## config.mk

```make
export PLATFORM = sky130hd
export DESIGN_NAME = qpc_top
export DESIGN_NICKNAME = d
export VERILOG_FILES = /design/src/rtl/qpc_pkg.sv /design/src/rtl/qpc_sync.sv /design/src/rtl/qpc_decode.sv /design/src/rtl/qpc_counter.sv /design/src/rtl/qpc_irq.sv /design/src/rtl/qpc_top.sv
export SDC_FILE = /design/constraint.sdc
export NUM_CORES = 1
export LEC_CHECK = 0
export ABC_AREA = 1
export CORE_MARGIN = 8
export CORE_UTILIZATION = 54
export DETAILED_ROUTE_END_ITERATION = 6
export HOLD_SLACK_MARGIN = 0.03
export PLACE_DENSITY = 0.76
export SYNTH_ARGS = -nofsm -noshare
export SYNTH_HDL_FRONTEND = slang
export SYNTH_SLANG_ARGS = --single-unit
export TNS_END_PERCENT = 5
```

## constraint.sdc

```tcl
create_clock -name clk_i -period 2.4 [get_ports clk_i]
set_clock_uncertainty 0.05 [all_clocks]
set_input_delay 0.36 -clock clk_i [delete_from_list [all_inputs] [get_ports clk_i]]
set_output_delay 0.36 -clock clk_i [all_outputs]
set_load 0.01 [all_outputs]
```

## src/rtl/qpc_pkg.sv

```systemverilog
package qpc_pkg;
  typedef enum logic [1:0] {
    MODE_QUAD = 2'd0,
    MODE_PDIR = 2'd1,
    MODE_UP   = 2'd2,
    MODE_DOWN = 2'd3
  } qpc_mode_e;

  localparam logic [2:0] ADDR_CNT  = 3'd0;
  localparam logic [2:0] ADDR_MAX  = 3'd1;
  localparam logic [2:0] ADDR_CTRL = 3'd2;
  localparam logic [2:0] ADDR_IE   = 3'd3;
  localparam logic [2:0] ADDR_CLR  = 3'd4;

  localparam int CTRL_RATE_BIT = 2;
  localparam int CTRL_EN_BIT   = 3;
  localparam int OVF_BIT       = 6;
  localparam int UNF_BIT       = 5;
  localparam int GLB_BIT       = 0;
  localparam int FLAG_W        = 7;
endpackage

```

## src/rtl/qpc_sync.sv

```systemverilog
module qpc_sync #(
  parameter int W = 2
) (
  input  logic         clk_i,
  input  logic         rst_ni,
  input  logic [W-1:0] d_i,
  output logic [W-1:0] q_o
);
  for (genvar i = 0; i < W; i++) begin : g_bit
    logic [1:0] stg_q;
    always_ff @(posedge clk_i or negedge rst_ni) begin
      if (!rst_ni) stg_q <= '0;
      else         stg_q <= {stg_q[0], d_i[i]};
    end
    assign q_o[i] = stg_q[1];
  end
endmodule

```

## src/rtl/qpc_decode.sv

```systemverilog
module qpc_decode
  import qpc_pkg::*;
(
  input  logic      clk_i,
  input  logic      rst_ni,
  input  logic      a_i,
  input  logic      b_i,
  input  qpc_mode_e mode_i,
  input  logic      rate_both_i,
  output logic      step_o,
  output logic      up_o
);
  logic a_q, b_q, a_chg, b_chg;

  always_ff @(posedge clk_i or negedge rst_ni) begin
    if (!rst_ni) begin
      a_q <= 1'b0;
      b_q <= 1'b0;
    end else begin
      a_q <= a_i;
      b_q <= b_i;
    end
  end

  assign a_chg = a_i ^ a_q;
  assign b_chg = b_i ^ b_q;

  always_comb begin
    step_o = 1'b0;
    up_o   = 1'b1;
    unique case (mode_i)
      MODE_QUAD: begin
        step_o = a_chg ^ b_chg;   // exactly one input moved
        up_o   = a_i ^ b_q;       // A leading B counts up
      end
      MODE_PDIR: begin
        step_o = a_chg & a_i;
        up_o   = b_i;
      end
      MODE_UP: begin
        step_o = a_chg & (a_i | rate_both_i);
        up_o   = 1'b1;
      end
      MODE_DOWN: begin
        step_o = a_chg & (a_i | rate_both_i);
        up_o   = 1'b0;
      end
      default: ;
    endcase
  end

  p_illegal_hold_r3: assert property (@(posedge clk_i) disable iff (!rst_ni)
    (mode_i == MODE_QUAD && a_chg && b_chg) |-> !step_o);

  p_b_ignored_r5: assert property (@(posedge clk_i) disable iff (!rst_ni)
    ((mode_i == MODE_UP || mode_i == MODE_DOWN) && !a_chg) |-> !step_o);
endmodule

```

## src/rtl/qpc_counter.sv

```systemverilog
module qpc_counter #(
  parameter int          CNT_W     = 32,
  parameter logic [CNT_W-1:0] RESET_MAX = '1
) (
  input  logic             clk_i,
  input  logic             rst_ni,
  input  logic             en_i,
  input  logic             step_i,
  input  logic             up_i,
  input  logic             wr_cnt_i,
  input  logic             wr_max_i,
  input  logic [CNT_W-1:0] wr_data_i,
  output logic [CNT_W-1:0] cnt_o,
  output logic             ovf_o,
  output logic             unf_o
);
  logic [CNT_W-1:0] cnt_q, max_q;
  logic             wr_ok;

  assign wr_ok = wr_data_i <= max_q;

  always_ff @(posedge clk_i or negedge rst_ni) begin
    if (!rst_ni) begin
      cnt_q <= '0;
      ovf_o <= 1'b0;
      unf_o <= 1'b0;
    end else begin
      ovf_o <= 1'b0;
      unf_o <= 1'b0;
      if (wr_cnt_i) begin
        if (wr_ok) cnt_q <= wr_data_i;   // rejected write holds the count
      end else if (en_i && step_i) begin
        if (up_i) begin
          if (cnt_q >= max_q) begin
            cnt_q <= '0;
            ovf_o <= 1'b1;
          end else cnt_q <= cnt_q + 1'b1;
        end else begin
          if (cnt_q == '0) begin
            cnt_q <= max_q;
            unf_o <= 1'b1;
          end else cnt_q <= cnt_q - 1'b1;
        end
      end
    end
  end

  always_ff @(posedge clk_i or negedge rst_ni) begin
    if (!rst_ni)       max_q <= RESET_MAX;
    else if (wr_max_i) max_q <= wr_data_i;
  end

  assign cnt_o = cnt_q;

  p_ovf_zero_r7: assert property (@(posedge clk_i) disable iff (!rst_ni)
    ovf_o |-> cnt_q == '0);

  p_unf_max_r8: assert property (@(posedge clk_i) disable iff (!rst_ni)
    unf_o |-> cnt_q == $past(max_q));

  p_reject_hold_r9: assert property (@(posedge clk_i) disable iff (!rst_ni)
    (wr_cnt_i && wr_data_i > max_q) |=> cnt_q == $past(cnt_q));
endmodule

```

## src/rtl/qpc_irq.sv

```systemverilog
module qpc_irq
  import qpc_pkg::*;
(
  input  logic              clk_i,
  input  logic              rst_ni,
  input  logic              ovf_evt_i,
  input  logic              unf_evt_i,
  input  logic              wr_ie_i,
  input  logic              wr_clr_i,
  input  logic [FLAG_W-1:0] wr_data_i,
  output logic [FLAG_W-1:0] flags_o,
  output logic              irq_o
);
  logic ie_ovf_q, ie_unf_q, ovf_q, unf_q, glb_q;
  logic clr_ovf, clr_unf, clr_glb, glb_set;

  assign clr_ovf = wr_clr_i & wr_data_i[OVF_BIT];
  assign clr_unf = wr_clr_i & wr_data_i[UNF_BIT];
  assign clr_glb = wr_clr_i & wr_data_i[GLB_BIT];
  assign glb_set = (ovf_evt_i & ie_ovf_q) | (unf_evt_i & ie_unf_q);

  always_ff @(posedge clk_i or negedge rst_ni) begin
    if (!rst_ni) begin
      ie_ovf_q <= 1'b0;
      ie_unf_q <= 1'b0;
      ovf_q    <= 1'b0;
      unf_q    <= 1'b0;
      glb_q    <= 1'b0;
    end else begin
      if (wr_ie_i) begin
        ie_ovf_q <= wr_data_i[OVF_BIT];
        ie_unf_q <= wr_data_i[UNF_BIT];
      end
      ovf_q <= ovf_evt_i | (ovf_q & ~clr_ovf);
      unf_q <= unf_evt_i | (unf_q & ~clr_unf);
      glb_q <= glb_set   | (glb_q & ~clr_glb);
    end
  end

  always_comb begin
    flags_o          = '0;
    flags_o[OVF_BIT] = ovf_q;
    flags_o[UNF_BIT] = unf_q;
    flags_o[GLB_BIT] = glb_q;
  end
  assign irq_o = glb_q;

  p_ovf_flag_r7: assert property (@(posedge clk_i) disable iff (!rst_ni)
    ovf_evt_i |=> ovf_q);

  p_unf_flag_r8: assert property (@(posedge clk_i) disable iff (!rst_ni)
    unf_evt_i |=> unf_q);

  p_glb_cause_r10: assert property (@(posedge clk_i) disable iff (!rst_ni)
    $rose(glb_q) |-> $past((ovf_evt_i & ie_ovf_q) | (unf_evt_i & ie_unf_q)));

  p_clear_r11: assert property (@(posedge clk_i) disable iff (!rst_ni)
    (clr_ovf && !ovf_evt_i) |=> !ovf_q);
endmodule

```

## src/rtl/qpc_top.sv

```systemverilog
module qpc_top
  import qpc_pkg::*;
#(
  parameter int               CNT_W     = 32,
  parameter logic [CNT_W-1:0] RESET_MAX = '1
) (
  input  logic              clk_i,
  input  logic              rst_ni,
  input  logic              enc_a_i,
  input  logic              enc_b_i,
  input  logic              wr_en_i,
  input  logic [2:0]        wr_addr_i,
  input  logic [CNT_W-1:0]  wr_data_i,
  output logic [CNT_W-1:0]  count_o,
  output logic [FLAG_W-1:0] flags_o,
  output logic              irq_o
);
  logic [1:0] enc_s;
  logic [1:0] mode_q;
  logic       rate_q, en_q;
  logic       step, up, ovf, unf;

  always_ff @(posedge clk_i or negedge rst_ni) begin
    if (!rst_ni) begin
      mode_q <= 2'd0;
      rate_q <= 1'b0;
      en_q   <= 1'b0;
    end else if (wr_en_i && wr_addr_i == ADDR_CTRL) begin
      mode_q <= wr_data_i[1:0];
      rate_q <= wr_data_i[CTRL_RATE_BIT];
      en_q   <= wr_data_i[CTRL_EN_BIT];
    end
  end

  qpc_sync #(.W(2)) u_sync (
    .clk_i (clk_i),
    .rst_ni(rst_ni),
    .d_i   ({enc_b_i, enc_a_i}),
    .q_o   (enc_s)
  );

  qpc_decode u_dec (
    .clk_i      (clk_i),
    .rst_ni     (rst_ni),
    .a_i        (enc_s[0]),
    .b_i        (enc_s[1]),
    .mode_i     (qpc_mode_e'(mode_q)),
    .rate_both_i(rate_q),
    .step_o     (step),
    .up_o       (up)
  );

  qpc_counter #(.CNT_W(CNT_W), .RESET_MAX(RESET_MAX)) u_cnt (
    .clk_i    (clk_i),
    .rst_ni   (rst_ni),
    .en_i     (en_q),
    .step_i   (step),
    .up_i     (up),
    .wr_cnt_i (wr_en_i && wr_addr_i == ADDR_CNT),
    .wr_max_i (wr_en_i && wr_addr_i == ADDR_MAX),
    .wr_data_i(wr_data_i),
    .cnt_o    (count_o),
    .ovf_o    (ovf),
    .unf_o    (unf)
  );

  qpc_irq u_irq (
    .clk_i    (clk_i),
    .rst_ni   (rst_ni),
    .ovf_evt_i(ovf),
    .unf_evt_i(unf),
    .wr_ie_i  (wr_en_i && wr_addr_i == ADDR_IE),
    .wr_clr_i (wr_en_i && wr_addr_i == ADDR_CLR),
    .wr_data_i(wr_data_i[FLAG_W-1:0]),
    .flags_o  (flags_o),
    .irq_o    (irq_o)
  );

  p_no_count_disabled_r6: assert property (@(posedge clk_i) disable iff (!rst_ni)
    (!en_q && !(wr_en_i && wr_addr_i == ADDR_CNT)) |=> $stable(count_o));
endmodule

```

**Word level (Yosys, flattened, before mapping)**

Index checks and enable logic that the tools add are counted.

- Add/subtract/negate cells: 2
- $lt $le $gt $ge: 2
- Equality and inequality tests: 8
- Muxes and demuxes: 16
- Bitwise gates (word level): 22
- Reduce and logical (&&, ||, !) cells: 12

Operators by type and width:

| cell | number |
|---|---|
| 32-bit 2-to-1 mux | 6 |
| 32-bit by 1-bit adder with 32-bit output, second input constant | 1 |
| 32-bit greater-or-equal comparator | 1 |
| 32-bit <= comparator | 1 |
| 32-bit logical NOT | 1 |
| 32-bit by 1-bit subtractor with 32-bit output, second input constant | 1 |
| 1-bit AND | 10 |
| 1-bit 2-to-1 mux | 8 |
| 3-bit by 2-bit == test with 1-bit output, second input constant | 2 |
| 1-bit logical AND | 6 |
| 1-bit bitwise OR | 5 |
| 2-bit == test, second input constant | 2 |
| 1-bit one-hot mux with 4 select lines | 1 |
| 1-bit XOR | 4 |
| 3-bit by 1-bit == test with 1-bit output, second input constant | 1 |
| 3-bit == test, second input constant | 1 |
| 3-bit logical NOT | 1 |
| 1-bit NOT | 3 |
| 1-bit one-hot mux with 3 select lines | 1 |
| 2-bit by 1-bit == test with 1-bit output, second input constant | 1 |
| 2-bit logical NOT | 1 |
| 2-bit != test, second input constant | 1 |
| 2-bit AND reduction | 1 |
| 2-bit nonzero test | 1 |
| 2-bit OR reduction | 1 |

- Register bits: 81
- Bits of input ports: 40
- Output and inout port bits: 40
- Logic and storage cells: 78

**Logic depth before layout (Yosys ltp)**

Gate-level depths: netlist of the first run.

- Depth in word-level cells: 6
- Depth in mapped cells: 19
- Depth with buffers taken out: 18

**Cells and area by module**

Synthesis of the first run repeated with hierarchy kept, for this count alone.

- Cells, all modules: 1268
- Area, all modules: 8011.4 um^2

Modules (own cells, without submodules):

| module | times used | cells an instance | area each (um^2) | sequential area each (um^2) |
|---|---|---|---|---|
| qpc_counter | 1 | 1176 | 7277.0 | 1691.6 |
| qpc_irq | 1 | 32 | 256.5 | 125.1 |
| qpc_top | 1 | 29 | 214.0 | 100.1 |
| qpc_decode | 1 | 25 | 148.9 | 50.0 |
| qpc_sync | 1 | 6 | 115.1 | 100.1 |

**Worst setup path before layout of the first run**

OpenSTA, ideal clock, no wires.

- Path type: reg2reg
- From: register u_cnt.max_q[31]
- To: register u_cnt.cnt_q[11], in the netlist u_cnt.cnt_o[11]
- Data arrival time: 2.025 ns
- Required time: 2.284 ns
- Path slack: 0.259 ns
- Stages on the path, launching flop included: 12
- Buffers on the path: 1
- Period minus slack after synthesis: 2.141 ns
- Path through: dfstp_2 -> inv_1 -> ha_1 -> a21oi_1 -> o21a_1 -> nand2_1 -> a21oi_1 -> clkbuf_1 -> nand4_1 -> nand2_1 -> nand3_1 -> nand2_1

- Word-level cells in the longest chain between the ends: 5

Ends and longest elaborated chain:

| item | RTL line | text |
|---|---|---|
| start, declared | qpc_counter.sv:17 | `logic [CNT_W-1:0] cnt_q, max_q;` |
| start signal, assigned | qpc_counter.sv:50 | `else if (wr_max_i) max_q <= wr_data_i;` |
| 32-bit greater-or-equal comparator | qpc_counter.sv:34 | `if (cnt_q >= max_q) begin` |
| 32-bit 2-to-1 mux | qpc_counter.sv:34 |  |
| 32-bit 2-to-1 mux | qpc_counter.sv:33 | `if (up_i) begin` |
| 32-bit 2-to-1 mux | qpc_counter.sv:32 | `end else if (en_i && step_i) begin` |
| 32-bit 2-to-1 mux | qpc_counter.sv:30 | `if (wr_cnt_i) begin` |
| end signal, assigned | qpc_counter.sv:31 | `if (wr_ok) cnt_q <= wr_data_i;` |
| end signal, assigned | qpc_counter.sv:37 | `end else cnt_q <= cnt_q + 1'b1;` |
| end signal, assigned | qpc_counter.sv:40 | `cnt_q <= max_q;` |
| end, declared | qpc_counter.sv:17 |  |

Several ways; a longest one is shown, not always the timed one. The select of a mux whose other input is x is not followed.
A chain may end at the register's enable or synchronous reset.

**Worst setup path after layout of the first run**

- From: register u_cnt.max_q[23]
- To: register u_cnt.cnt_q[26], in the netlist u_cnt.cnt_o[26]

Same word-level chain as after synthesis.

==> results.ini, run 1 <==
[synth]
synth_edf_count = 0
async_reset_ff_frac = 1.00
ys.flop_type = dfrtp_1
synth.most_common_cell = nand2_1
yosys_register_bits = 81
synth_seq_area_share = 0.251
syn_inst = 1287
synth_cell_types = 37
synth.cell_area_um2 = 8230
synthTopCellsByCount = nand2_1 (390), nor2_1 (152), inv_1 (133)
synthTopCellsByArea = nand2_1 (18%), dfrtp_1 (15%), dfstp_2 (10%), ha_1 (10%), nand3_1 (7.8%)
yosysTopAreaCell = nand2_1
synth_top_area_share = 0.178
syn-mean-instance-area_um2 = 6.40
yosysWarnings = 0

[sta]
period_needed_ns = 2.56
fin_crit_sh = 1.07
fmax_mhz = 390
tightest_slew_ns = 0.538
report.final.slew_viol_count = 0
rsz0062_at_grt = true
maxSlewHeadroom = 0.641
finalSetupViolCount = 32
fin_ws_ns = -0.164
tns_ns = -4.55
finalHoldViolations = 0

[setup_path]
critPathCaptureType = register
worstPathArrival_ns = 2.81
rrSetupSlack_ns = -0.16
required_ns = 2.65
path_class = register to register
r2r-start = u_cnt.max_q[23]
cp_max_fo = 7
worstReg2RegEnd = u_cnt.cnt_o[26]
cp-start-kind = register
reg2regPathDepth = 16

[placement]
place_congestion = 1.03
hpwlAfterDp_um = 21700
portBuffers = 75

[layout]
post-route-util = 0.702
drive_above_1_share = 0.204
nNetsFinal = 1520
diodes = 0
area_delta_synth_final_pct = 28.1

[drt]
dr_wl_met3_um = 2380
via_count = 9171
firstDrtPassIters = 6
topRoutingLayerUsed = met4
drcViolationCount = 0
wl_um = 28800
drtIter0Drc = 1075
vias_per_cell = 5.71
ant_nets = 0
wl_met2_um = 13000
wire_per_inst_um = 17.9
drt-met1-wl_um = 12600

[power_and_ir_drop]
power.total_mw = 11.1
peakVddDrop_mv = 0.541
power_density_nw_per_um2 = 1050
power.share.sequential = 0.210
p_leak_nw = 5.09
p_int_mw = 5.49
pwr-share-clk = 0.130
switching_power_mw = 5.63
pwr-share-comb = 0.660
p_sw_frac = 0.506

[clock_tree]
clk_latency_ns = 0.36
cts.sinks = 81
clk_pin_slew_ns = 0.08
cts_tree = yes
htreeDepth = 3
clockBufferDepth = 2
cts_buffers = 9
cts_root_buf = clkbuf_16

[grt]
grt_max_degree = 44
grt_usage = 0.298
grt_pass1_vias = 8803
grt_pass1_wl_um = 46600
antenna_found_initial = 0
grt-ovfl-total = 0

[run_status]
violations = setup timing
outcome = finished with violations

[floorplan]
io_pins = 80
fp.dieH_um = 139
start_util = 0.548
dieArea_um2 = 19500
die_w_um = 139
rows = 45
core_area_um2 = 15000

[worst_hold_path]
hold_depth = 0
holdPathEnd = u_sync.g_bit[1].stg_q[1]
hold_path_class = register to register
min_from = u_sync.g_bit[1].stg_q[0]

[flow_run]
cap_viol_max_count = 0

-- area by class of cell --
cell class,count,area (um^2)
timing repair buffer,180,1810
tap,188,235
clock buffer,9,225
inverter,135,507
clock inverter,7,81.3
sequential,81,2070
fill,1303,4480
multi-input combinational,1006,5620
-- sequential cells by signal, summed over array words and instances (netlist names) --
name                count
rate_q                  1
u_dec.b_q               1
mode_q                  2
u_cnt.unf_o             1
u_irq.ie_unf_q          1
u_irq.unf_q             1
u_irq.ovf_q             1
u_irq.ie_ovf_q          1
u_dec.a_q               1
u_cnt.max_q            32
u_cnt.cnt_o            32
en_q                    1
u_sync.g_bit.stg_q      4
u_irq.irq_o             1
u_cnt.ovf_o             1
-- cells by family (layout without fill, tap and decap cells) --
| group | count (synthesis) | in the layout | synth area share |
|---|---|---|---|
| AO/OA/AOI/OAI | 171 | 171 | 0.125 |
| XOR/XNOR | 14 | 14 | 0.0149 |
| adder cells (fa/ha/maj) | 67 | 67 | 0.102 |
| buffers and inverters | 203 | 331 | 0.109 |
| flip-flops | 81 | 81 | 0.251 |
| other | 1 | 4 | 0.000455 |
| AND/OR/NAND/NOR | 750 | 750 | 0.398 |
-- critical path, cell delays in order, from the launching register on --
cell and delay (ns):
dfstp_2 0.54, inv_2 0.04, buf_6 0.11, ha_4 0.27
nand2_4 0.05, nor2_4 0.10, nand4_1 0.22, nor2_4 0.24
buf_4 0.13, nand2_1 0.04, nand2_1 0.08, nand2_2 0.11
nand2_8 0.12, buf_6 0.13, buf_12 0.14, nand3_2 0.06
nand2_1 0.07
-- metrics by stage --
stage               worst slack, ns  cell area, um^2  instances  hold WS (ns)
global placement             -0.446             9630       1575         0.170
detailed placement           -0.468             9630       1575         0.170
global route                 -0.262            10600       1606         0.322
finish                       -0.164            10600       1606         0.304
CTS                          -0.131            10500       1606         0.306
floorplan                     0.259             8250       1290        0.0144
-- layout by cell type, fill, tap and decap left out, types with 41 or more instances in the layout --
cell,netlist,layout
nand4_1,45,45
o21ai_0,62,61
nand3_2,4,41
a21oi_1,55,51
nor2_1,152,146
buf_4,10,82
nand2_1,390,385
ha_1,67,60
dfrtp_1,49,49
inv_1,133,126
clkdlybuf4s50_1,0,74
a21oi_2,39,43
nand3_1,129,92
-- worst max-delay path by stage --
stage / startpoint / endpoint / slack (ns) / depth (start not counted)
final: u_cnt.max_q[23] / u_cnt.cnt_o[26] / -0.16 / 16
after global routing: u_cnt.max_q[29] / u_cnt.cnt_o[26] / -0.26 / 16
after CTS: u_cnt.max_q[23] / u_cnt.cnt_o[24] / -0.13 / 16
after detailed placement: wr_data_i[23] / u_cnt.cnt_o[24] / -0.47 / 14
after global placement: wr_data_i[23] / u_cnt.cnt_o[5] / -0.45 / 14
after floorplan: u_cnt.max_q[31] / u_cnt.cnt_o[11] / 0.26 / 11
-- timing repair --
action,in CTS,in global routing
setup buffers,10,0
endpoints found under the setup margin,32,33
endpoints found under the hold margin,11,0
hold buffers,1,0
cloned,4,0
pin swaps,15,12
gates resized for setup,67,20
-- power by group through the flow --
stage	logic (mW)	registers [mW]	clock network (mW)
2_1_floorplan	4.34	2.25	0
3_3_place_gp	6.71	2.32	0
3_5_place_dp	6.80	2.33	0
4_1_cts	7.16	2.31	1.45
5_1_grt	8.08	2.38	1.49
6_report	7.35	2.33	1.44
-- metal layers --
| metal | track usage | up-vias |
|---|---|---|
| met5 | 0 | - |
| met4 | 0.116 | 0 |
| met3 | 0.0506 | 53 |
| met2 | 0.468 | 431 |
| met1 | 0.400 | 4261 |
| li1 | - | 4426 |
Power figures use the tool's default switching activity.
==> inputs of run 2 (changes only) <==
--- a/config.mk
+++ b/config.mk
@@ -9,7 +9,6 @@
 export CORE_MARGIN = 8
 export CORE_UTILIZATION = 54
 export DETAILED_ROUTE_END_ITERATION = 6
-export HOLD_SLACK_MARGIN = 0.03
 export PLACE_DENSITY = 0.76
 export SYNTH_ARGS = -nofsm -noshare
 export SYNTH_HDL_FRONTEND = slang
==> results of run 2 <==
Same layout as run 1: the final DEF is identical, and so are final timing and power.
==> inputs of run 3 (changes only) <==
--- a/config.mk
+++ b/config.mk
@@ -9,6 +9,7 @@
 export CORE_MARGIN = 8
 export CORE_UTILIZATION = 54
 export DETAILED_ROUTE_END_ITERATION = 6
+export HOLD_SLACK_MARGIN = 0.05
 export PLACE_DENSITY = 0.76
 export SYNTH_ARGS = -nofsm -noshare
 export SYNTH_HDL_FRONTEND = slang
==> results of run 3 <==
Same layout as run 1: the final DEF is identical, and so are final timing and power.
